--- src/rtl/tick_sel_pkg.sv ---
package tick_sel_pkg;
  typedef enum logic [2:0] {
    SEL_OFF      = 3'b000,
    SEL_DIRECT   = 3'b001,
    SEL_DIV_A    = 3'b010,
    SEL_DIV_B    = 3'b011,
    SEL_DIV_C    = 3'b100,
    SEL_DIV_D    = 3'b101,
    SEL_EXT_FALL = 3'b110,
    SEL_EXT_RISE = 3'b111
  } tsel_e;

  localparam int unsigned NUM_TAPS = 4;
endpackage

--- src/rtl/psc_chain.sv ---
module psc_chain #(
  parameter int unsigned CNT_W = 10,
  parameter int unsigned NTAP  = 4,
  parameter logic [NTAP*8-1:0] TAP_BITS = {8'd10, 8'd8, 8'd6, 8'd3}
) (
  input  logic            clk,
  input  logic            rst,
  input  logic            clr,
  output logic [NTAP-1:0] tap_hit
);
  logic [CNT_W-1:0] cnt;

  always_ff @(posedge clk) begin
    if (rst || clr) cnt <= '0;
    else            cnt <= cnt + 1'b1;
  end

  // A tap fires when its low bits are all ones, i.e. the edge that wraps them.
  for (genvar i = 0; i < NTAP; i++) begin : g_tap
    localparam int unsigned B = int'(TAP_BITS[i*8 +: 8]);
    assign tap_hit[i] = (&cnt[B-1:0]) & ~clr;
  end
endmodule

--- src/rtl/pin_edge_det.sv ---
module pin_edge_det #(
  parameter int unsigned SYNC_STAGES = 2
) (
  input  logic clk,
  input  logic rst,
  input  logic pin,
  output logic rise,
  output logic fall
);
  localparam int unsigned HW = SYNC_STAGES + 1;
  logic [HW-1:0] hist;

  always_ff @(posedge clk) begin
    if (rst) hist <= '0;
    else     hist <= {hist[HW-2:0], pin};
  end

  assign rise =  hist[SYNC_STAGES-1] & ~hist[SYNC_STAGES];
  assign fall = ~hist[SYNC_STAGES-1] &  hist[SYNC_STAGES];
endmodule

--- src/rtl/tick_mux.sv ---
module tick_mux
  import tick_sel_pkg::*;
#(
  parameter int unsigned NTAP = NUM_TAPS
) (
  input  logic [2:0]      sel,
  input  logic [NTAP-1:0] tap_hit,
  input  logic            rise,
  input  logic            fall,
  output logic            tick_d
);
  always_comb begin
    unique case (tsel_e'(sel))
      SEL_OFF:      tick_d = 1'b0;
      SEL_DIRECT:   tick_d = 1'b1;
      SEL_DIV_A:    tick_d = tap_hit[0];
      SEL_DIV_B:    tick_d = tap_hit[1];
      SEL_DIV_C:    tick_d = tap_hit[2];
      SEL_DIV_D:    tick_d = tap_hit[3];
      SEL_EXT_FALL: tick_d = fall;
      SEL_EXT_RISE: tick_d = rise;
      default:      tick_d = 1'b0;
    endcase
  end
endmodule

--- src/rtl/tick_src_sel.sv ---
module tick_src_sel
  import tick_sel_pkg::*;
#(
  parameter int unsigned PSC_W       = 10,
  parameter logic [NUM_TAPS*8-1:0] TAP_BITS = {8'd10, 8'd8, 8'd6, 8'd3},
  parameter int unsigned SYNC_STAGES = 2
) (
  input  logic       clk,
  input  logic       rst,
  input  logic       psc_clr,
  input  logic [2:0] sel,
  input  logic       ext_pin,
  output logic       tick
);
  logic [NUM_TAPS-1:0] tap_hit;
  logic                rise, fall, tick_d;

  psc_chain #(.CNT_W(PSC_W), .NTAP(NUM_TAPS), .TAP_BITS(TAP_BITS)) u_psc (
    .clk(clk), .rst(rst), .clr(psc_clr), .tap_hit(tap_hit)
  );

  pin_edge_det #(.SYNC_STAGES(SYNC_STAGES)) u_edge (
    .clk(clk), .rst(rst), .pin(ext_pin), .rise(rise), .fall(fall)
  );

  tick_mux #(.NTAP(NUM_TAPS)) u_mux (
    .sel(sel), .tap_hit(tap_hit), .rise(rise), .fall(fall), .tick_d(tick_d)
  );

  always_ff @(posedge clk) begin
    if (rst) tick <= 1'b0;
    else     tick <= tick_d;
  end
endmodule

--- config.mk ---
export PLATFORM = sky130hd
export DESIGN_NAME = tick_src_sel
export DESIGN_NICKNAME = d
export VERILOG_FILES = /design/src/rtl/tick_sel_pkg.sv /design/src/rtl/psc_chain.sv /design/src/rtl/pin_edge_det.sv /design/src/rtl/tick_mux.sv /design/src/rtl/tick_src_sel.sv
export SDC_FILE = /design/constraint.sdc
export NUM_CORES = 1
export LEC_CHECK = 0
export ABC_AREA = 1
export BUFFER_PORTS_ARGS = -buffer_cell sky130_fd_sc_hd__buf_2
export CELL_PAD_IN_SITES_DETAIL_PLACEMENT = 1
export CELL_PAD_IN_SITES_GLOBAL_PLACEMENT = 1
export CORE_UTILIZATION = 27
export CTS_BUF_LIST = sky130_fd_sc_hd__clkbuf_8
export CTS_CLUSTER_DIAMETER = 30
export DETAILED_ROUTE_END_ITERATION = 8
export PLACE_DENSITY_LB_ADDON = 0.3
export SYNTH_ARGS = -nofsm -noshare
export SYNTH_HDL_FRONTEND = slang
export SYNTH_HIERARCHICAL = 1
export SYNTH_SLANG_ARGS = --single-unit
--- constraint.sdc ---
create_clock -name clk -period 1.45 [get_ports clk]
set_input_delay 0.145 -clock clk [delete_from_list [all_inputs] [get_ports clk]]
set_output_delay 0.145 -clock clk [all_outputs]
set_load 0.01 [all_outputs]
## Yosys cells after proc, flatten, opt, wreduce, memory -nomap -nowiden

Cells that the tools add are included.

- Mux-type cells: 1
- Bitwise operators: 9
- Reduce and logical (&&, ||, !) cells: 6
- Add/subtract/negate cells: 1
- Equality and inequality tests: 7

Operators with widths:

| operator | count |
|---|---|
| equality test 3 bit, second input constant | 4 |
| adder 10 x 1 -> 10 bit, second input constant | 1 |
| AND reduction 10 bit | 1 |
| case mux 1 bit (8 select lines) | 1 |
| AND reduction 8 bit | 1 |
| bitwise AND 1 bit | 6 |
| equality test 3 x 2 -> 1 bit, second input constant | 2 |
| AND reduction 6 bit | 1 |
| equality test 3 x 1 -> 1 bit, second input constant | 1 |
| zero test 3 bit | 1 |
| NOT 1 bit | 3 |
| AND reduction 3 bit | 1 |
| logical OR 1 bit | 1 |

- Flip-flop bits (word level): 14
- Input port bits: 7
- Output and inout bits: 1
- Logic and storage cells: 27

## Logic depth before layout (Yosys ltp)

Gate-level depths: netlist of run 1.

- Depth after elaboration: 3
- Depth in mapped cells: 11
- Depth with buffers taken out: 11

## By module

The synthesis of run 1 kept the hierarchy.

Modules (own cells, without submodules):

| module | cells each | instances | area each (µm²) | seq. area each (µm²) |
|---|---|---|---|---|
| psc_chain | 62 | 1 | 452.9 | 200.2 |
| pin_edge_det | 12 | 1 | 93.8 | 60.1 |
| tick_mux | 17 | 1 | 70.1 | 0.0 |
| tick_src_sel | 3 | 1 | 30.0 | 20.0 |

## Worst setup path before layout of run 1

OpenSTA, ideal clock, no wires.

- Path kind: register to register
- From: reg u_psc.cnt[0]
- To: reg tick
- Clock period less this slack: 1,296 ps
- Library setup time: 62 ps
- Data arrival time: 1,234 ps
- Path buffers: 0
- Required time: 1,388 ps
- Setup slack: 154 ps
- Cell stages (with the launch flop): 12
- Cells stage by stage: dfxtp_1 > ha_1 > nand3_2 > nor2_4 > nand4_1 > nor2_1 > nand2_1 > nand2_1 > o211ai_1 > nand2_1 > inv_1 > nor2_2

- Cells in the longest elaborated chain, start to end: 3
- Elaborated cells between the ends (all ways): 9
- Those cells by class: 1 x mux; 4 x bitwise; 4 x reduce/logical

Ends and longest elaborated chain:

| what | line | RTL |
|---|---|---|
| start, declared | psc_chain.sv:11 | `logic [CNT_W-1:0] cnt;` |
| start signal, assigned | psc_chain.sv:15 | `else cnt <= cnt + 1'b1;` |
| AND reduction 10 bit | psc_chain.sv:21 | `assign tap_hit[i] = (&cnt[B-1:0]) & ~clr;` |
| bitwise AND 1 bit | psc_chain.sv:21 |  |
| named net tap_hit[3] | tick_src_sel.sv:15 | `logic [NUM_TAPS-1:0] tap_hit;` |
| case mux 1 bit (8 select lines) | tick_mux.sv:13 | `unique case (tsel_e'(sel))` |
| named net tick_d | tick_src_sel.sv:16 | `logic rise, fall, tick_d;` |
| end signal, assigned | tick_src_sel.sv:32 | `else tick <= tick_d;` |
| end, declared | tick_src_sel.sv:13 | `output logic tick` |

The timed path passes the listed nets, and every way through them passes these cells.
A chain may end at the register's enable or synchronous reset.

## Worst setup path in the final report of run 1

- From: reg u_psc.cnt[1]
- To: reg tick

Same word-level chain as after synthesis.

==> results of run 1 <==
## worst max path at each step
| stage | start | end | slack [ns] | cells past startpoint |
|---|---|---|---|---|
| floorplan | u_psc/cnt[0] | tick | 0.15 | 11 |
| global placement | u_psc/cnt[0] | tick | 0.07 | 11 |
| detailed placement | u_psc/cnt[0] | tick | 0.04 | 11 |
| CTS | u_psc/cnt[0] | tick | 0.02 | 11 |
| global route | u_psc/cnt[6] | tick | 0.003 | 10 |
| finish | u_psc/cnt[1] | tick | 0.16 | 11 |
## what timing repair did
item | in CTS | in global routing
hold buffers | 0 | 0
pin swaps | 0 | 1
setup endpoints to repair | 1 | 1
resized for setup | 1 | 5
## cell type report
type / count / share of cell area, %
well taps: 28 / 4.37
inverters: 15 / 7.02
repair buffers: 9 / 6.24
clock buffers: 3 / 5.15
flip-flops and latches: 14 / 35.3
multi-input cells: 65 / 42.0
## state kept, by name (all words and copies together) (netlist names)
| register | cells |
|---|---|
| tick | 1 |
| u_edge/hist | 3 |
| u_psc/cnt | 10 |
## worst register-to-register path, stage by stage (launching register included)
cell and delay, ns:
dfxtp_2 0.35, ha_4 0.16, nand3_4 0.09, nor2_4 0.10
nand4_1 0.07, nor2_1 0.10, nand2_1 0.06, nand2_1 0.06
o211ai_1 0.08, nand2_1 0.07, inv_1 0.04, nor2_2 0.06
## stage by stage
step           hold slack [ns]  total power [mW]
6_report                 0.109             0.753
5_1_grt                  0.120             0.803
4_1_cts                 0.0992             0.771
3_5_place_dp             0.357             0.450
3_3_place_gp             0.343             0.448
2_1_floorplan            0.212             0.428
## layout by cell type (no fill, tap or decap), types with 2 or more instances in the layout
master    instances
a21oi_1           4
buf_2             7
buf_4             2
clkbuf_8          3
dfxtp_1          12
dfxtp_2           2
inv_1            13
inv_2             2
nand2_1          23
nand3_1           6
nor2_1           20
nor2_2            2
## power groups by stage
stage / Sequential, mW / Clock (mW) / Combinational [mW]
finish: 0.398 / 0.308 / 0.0469
global route: 0.398 / 0.349 / 0.0557
CTS: 0.396 / 0.328 / 0.0466
detailed placement: 0.404 / 0 / 0.0461
global placement: 0.404 / 0 / 0.0442
floorplan: 0.404 / 0 / 0.0241
## cell families (layout without fill, tap and decap cells)
| group | after synthesis | count (layout) | synth area share, % |
|---|---|---|---|
| simple gates | 57 | 57 | 38.5 |
| xor+xnor | 1 | 1 | 1.35 |
| compound gates | 5 | 5 | 4.26 |
| fa+ha+maj | 2 | 2 | 3.87 |
| buf+inv | 15 | 27 | 8.70 |
| flops | 14 | 14 | 43.3 |
## layer usage
layer / vias up / wire [um]
met4: 0 / 9
met3: 2 / 59
li1: 314 / -
met1: 271 / 597
met5: - / 0
met2: 10 / 634
==> qor.txt, run 1 <==
Delay of the slowest cell on the worst path: 0.35 ns
Pre-Repair DR Iteration Count: 4
Global router's overall resource usage: 11.8%
Share of post-route cells with drive strength above 1: 20.8%
FF+latch area: 283 sq um
Met1 GRT Util: 11.7%
Syn. warnings: 6
Pin count of the biggest net entering global routing: 8
Synth Cell Area: 647 sq um
Cell type with the highest occurrence count on the critical path: nand2_1
Sequential Power Share: 52.8%
Most common cell in the netlist: nand2_1
CTS HTree Levels: 1
Power density over the cells: 939 nW/um^2
Die Footprint: 2600 sq um
Logic gate share of total power: 6.2%
Number of design-rule violations left by the first detailed-router iteration: 5
GR Util met2: 20.6%
Final instance count without filler cells: 134
Antenna viol nets, final: 0
Leading post-synthesis cells by cell area: dfxtp_1 (43%), nand2_1 (13%), nor2_1 (12%), inv_1 (7.5%), nand3_1 (4.6%)
Total congestion overflow after global routing: 0
Critical setup path kind: reg -> reg
Standard-cell rows: 17
Most frequent cells after synthesis: nand2_1 (23), nor2_1 (20), dfxtp_1 (14)
Die span in y: 50.9 um
Worst Reg-to-Reg Cells: 11
Setup violation total in the final timing report: 0
Cell class contributing the biggest share of worst-path delay: simple AND/OR/NAND/NOR gates
Clock slew at reported path FFs: 0.05 ns
Post-synth net total: 103
Sort of element at the start of the critical path: flop
Area used by multi-input combinational logic: 337 sq um
Overall die width: 50.9 um
Capture instance of the worst register-to-register path: tick
Instance area after placement: 732 sq um
Via count of the first global-routing pass: 565
Highest clock frequency the design can meet: 777 MHz
Vias per Instance: 4.46
Setup crit end kind: flop
Min-Delay Path Class: in -> reg
Number of buffers added by the clock tree synthesis step: 3
Average wire per cell in the routed design: 9.71 um
Starting density of the core: 29.0%
Cell count of the worst hold path: 3
CTS sink count: 14
Worst slack at placement: 0.0433 ns
Number of distinct library cell variants in the gate-level netlist after synthesis: 17
Clock power share: 40.9%
Worst clock skew: 0.00361 ns
Number of slew-limit violations in the final report: 0
Fraction of power spent switching nets: 21.0%
Crit-path slowest cell: dfxtp_2
CORE AREA: 2230 sq um
Leak pwr: 0.333 nW
Share of synthesized registers carrying an async set or reset: 0%
Post-CTS setup buffers: 0
Post-route cell area: 802 sq um
Hold Vio Cnt, Final: 0
Final GP Congestion: 0.674
Register-to-register setup slack: 0.16 ns
Clock tree root buffer cell: clkbuf_8
Number of design rule violations left after detail routing: 0
Number of synthesized register bits: 14
Yosys top cell by area: dfxtp_1
Worst IR drop on VDD: 0.410 mV
Via count of the routed design: 597
Number of cells in the design after placement: 131
Worst hold endpoint: u_edge/hist[0]
Most Used Layer, Global Route: met2
First-pass GRT wire length: 2200 um
Critical path cell sequence: ha_4, nand3_4, nor2_4, nand4_1, nor2_1, nand2_1, nand2_1, o211ai_1, nand2_1, inv_1, nor2_2
TritonCTS clock tree: done
Share of the synthesized area in the top cell type: 43.3%
Cells after Synth: 94
Slew at the pin closest to its max-slew limit: 0.481 ns
CP max FO: 5
Minimum period implied by the final worst setup slack: 1.29 ns
Synth-to-layout area growth: 24.0%
Number of flops mapped to enable cells by yosys: 0
Maximum root-to-sink buffer count: 2
Antenna diode count: 0
Final critical-path share of the clock period: 88.8%
Final worst setup slack: 0.163 ns
Sequential share of the synthesized area: 43.3%
PortBufs: 7
Most used flip-flop cell after synthesis: dfxtp_1
GR Layer Usage met3: 5.36%
Final-layout setup total negative slack: 0 ns
Final Net Count: 117
Half-perimeter wire length after detailed placement: 1000 um
Filler Cells Inserted: 302
Worst hold start: ext_pin
Initial antenna violation count: 0
Reported net switching power: 158 uW
Clock Latency Late Sink: 0.24 ns
Req. time, crit path: 1.64 ns
Outcome: completed
Post-synthesis area per instance: 6.88 sq um
Number of max-cap violations: 0
Slew margin rel.: 67.8%
Internal Power: 595 uW
Final core utilization: 35.9%
R2R Path Start: u_psc/cnt[1]
Buffers and inverters on the worst path: 1
Setup repair after global routing missed its margin: no
Post-Route WL: 1300 um
Arrival time reported for the critical path endpoint: 1.47 ns
Number of I/O pins: 8
Note: power is estimated with default switching activity, not from simulation.
==> run 2, diff against run 1 <==
- ABC_AREA: 1 -> default
==> run 2 against run 1 <==
Net effect:
- the flow now finishes with violations (negative setup slack)
- clock-buffer cell count grew 1
- cell count shrank 13%
- area after synthesis shrank 1.2%
- global-route usage grew 2.0 points
- via count shrank 8.5%
- combinational power shrank 2%
- critical path type unchanged
- largest cell class unchanged
- highest routed layer unchanged
==> qor.txt, run 2 <==
Yosys top cell by area: dfxtp_1
Cell class contributing the biggest share of worst-path delay: multiplexers
Setup repair after global routing missed its margin: yes
Final Net Count: 98
Largest register by flop count: u_psc/cnt
Worst hold start: ext_pin
Largest register FFs: 10
Setup violation total in the final timing report: 1
Synth Cell Area: 639 sq um
Number of design-rule violations left by the first detailed-router iteration: 4
Minimum period implied by the final worst setup slack: 1.68 ns
Standard-cell rows: 17
Cells after Synth: 65
Setup crit end: tick
R2R Path Start: u_psc/cnt[1]
Number of slew-limit violations in the final report: 0
Crit-path slowest cell: mux4_2
Leading post-synthesis cells by cell area: dfxtp_1 (44%), nor2b_1 (5.9%), a21oi_1 (3.9%), ha_1 (3.9%), mux2_1 (3.5%)
First-pass GRT wire length: 2500 um
Number of design rule violations left after detail routing: 0
Number of buffers added by the clock tree synthesis step: 3
Initial antenna violation count: 0
Via count of the routed design: 546
CP max FO: 3
Number of I/O pins: 8
Number of distinct library cell variants in the gate-level netlist after synthesis: 26
Register-to-register setup slack: -0.23 ns
Via count of the first global-routing pass: 579
Slew at the pin closest to its max-slew limit: 0.231 ns
Final core utilization: 40.3%
Die span in y: 50.7 um
First element of the critical path: u_psc/cnt[1]
Capture instance of the worst register-to-register path: tick
Worst Reg-to-Reg Cells: 7
Delay of the slowest cell on the worst path: 0.46 ns
Antenna diode count: 0
Final worst setup slack: -0.226 ns
Critical setup path kind: reg -> reg
Number of synthesized register bits: 14
Critical path cell sequence: ha_4, inv_4, nor4_2, and3_1, mux2_4, mux4_2, nor2b_4
Syn. warnings: 6
CTS sink count: 14
Worst clock skew: 0.00445 ns
Req. time, crit path: 1.59 ns
Slew margin rel.: 84.5%
Arrival time reported for the critical path endpoint: 1.82 ns
Final GP Congestion: 0.741
Starting density of the core: 28.9%
Buffers and inverters on the worst path: 1
Half-perimeter wire length after detailed placement: 1070 um
Post-Route WL: 1390 um
Clock slew at reported path FFs: 0.06 ns
TritonCTS clock tree: done
Tightest hold margin: 0.108 ns
Highest clock frequency the design can meet: 597 MHz
Synth-to-layout area growth: 39.3%
CTS HTree Levels: 1
Most used flip-flop cell after synthesis: dfxtp_1
Share of synthesized registers carrying an async set or reset: 0%
Die Footprint: 2570 sq um
Antenna viol nets, final: 0
Most frequent cells after synthesis: dfxtp_1 (14), nor2b_1 (6), a21oi_1 (5)
Most frequent standard cell in the layout excluding fill and tap cells: buf_4
Most common cell in the netlist: dfxtp_1
Top Registers: u_psc/cnt: 10 flops, u_edge/hist: 3 flops, tick: 1 flops
Number of flops mapped to enable cells by yosys: 0
Number of cells in the design after placement: 112
Clock tree root buffer cell: clkbuf_8
Number of max-cap violations: 0
Overall die width: 50.7 um
Power density over the cells: 930 nW/um^2
Leak pwr: 0.366 nW
Share of post-route cells with drive strength above 1: 43.2%
Post-synthesis area per instance: 9.84 sq um
Post-synth net total: 74
Sort of element at the start of the critical path: flop
Final critical-path share of the clock period: 116%
Maximum root-to-sink buffer count: 2
CORE AREA: 2210 sq um
Clock Latency Late Sink: 0.25 ns
Outcome: finished with violations
Worst IR drop on VDD: 0.641 mV
Min-Delay Path Class: in -> reg
PortBufs: 7
Final instance count without filler cells: 116
Most frequent cells in the layout: buf_4 (13), dfxtp_1 (11), buf_2 (7)
Setup crit end kind: flop
Critical Path Stages: 7
Share of the synthesized area in the top cell type: 43.8%
Pre-Repair DR Iteration Count: 3
Average wire per cell in the routed design: 12.0 um
Vias per Instance: 4.71
Total congestion overflow after global routing: 0
Pin count of the biggest net entering global routing: 10
Cell count of the worst hold path: 2
Hold Vio Cnt, Final: 0
Failing checks: negative setup slack
Sequential share of the synthesized area: 43.8%
Global router's overall resource usage: 13.8%
## run 2: cell families (layout without fill, tap and decap cells)
kind of cell,Yosys count,in the layout,synth area share (%)
and+or+nand+nor,31,31,31.7
DFF,14,14,43.8
AOI/OAI and AO/OA,10,10,9.00
muxes,3,3,7.04
buffers and inverters,3,26,1.76
adders and majority gates,2,2,3.91
xor gates and xnor gates,2,2,2.74
## run 2: what timing repair did
item	CTS	global route
buffers inserted	0	0
gates resized for setup	0	2
pin swaps	2	2
hold buffers	0	0
endpoints found under the setup margin	1	4
endpoints found under the hold margin	0	0
## run 2: layout make-up
| cell class | instances | area [sq um] |
|---|---|---|
| Tap cell | 28 | 35.0 |
| Clock buffer | 4 | 55.1 |
| Timing Repair Buffer | 20 | 133 |
| Inverter | 2 | 10.0 |
| Fill cell | 270 | 1320 |
| Sequential cell | 14 | 284 |
| Multi-Input combinational cell | 48 | 374 |
## run 2: worst register-to-register path: stages, from the launching register on
cell and delay, ns:
dfxtp_2 0.33, ha_4 0.17, inv_4 0.05, nor4_2 0.04, and3_1 0.14, mux2_4 0.26, mux4_2 0.46, nor2b_4 0.13
## run 2: worst min-delay path by stage
| stage | to | slack (ns) |
|---|---|---|
| 2_1_floorplan | tick | 0.21 |
| 3_3_place_gp | u_edge/hist[0] | 0.36 |
| 3_5_place_dp | u_edge/hist[0] | 0.36 |
| 4_1_cts | u_edge/hist[0] | 0.1 |
| 5_1_grt | u_edge/hist[0] | 0.12 |
| 6_report | u_edge/hist[0] | 0.11 |
## run 2: routing by layer
metal  vias to the layer above  part of all wire, %  GRT usage (%)
met1                       265                   50           15.7
li1                        277                    -              -
met3                         2                  1.6           5.45
met4                         0                  1.0           6.94
met2                         2                   47           22.2
met5                         -                    0              0
## run 2: power breakdown
group | switching [mW] | leakage (nW) | internal, mW
sequential | 0.00401 | 0.115 | 0.392
clock | 0.145 | 0.0288 | 0.241
combinational | 0.0208 | 0.222 | 0.0251
total | 0.170 | 0.366 | 0.658
## run 2: stage by stage
stage	setup TNS (ns)	power, mW	area (sq um)	setup slack (ns)
detailed placement	-0.239	0.452	831	-0.239
floorplan	-0.230	0.425	667	-0.230
global placement	-0.221	0.449	831	-0.221
CTS	-0.238	0.846	886	-0.238
finish	-0.226	0.828	891	-0.226
global route	-0.291	0.867	891	-0.291
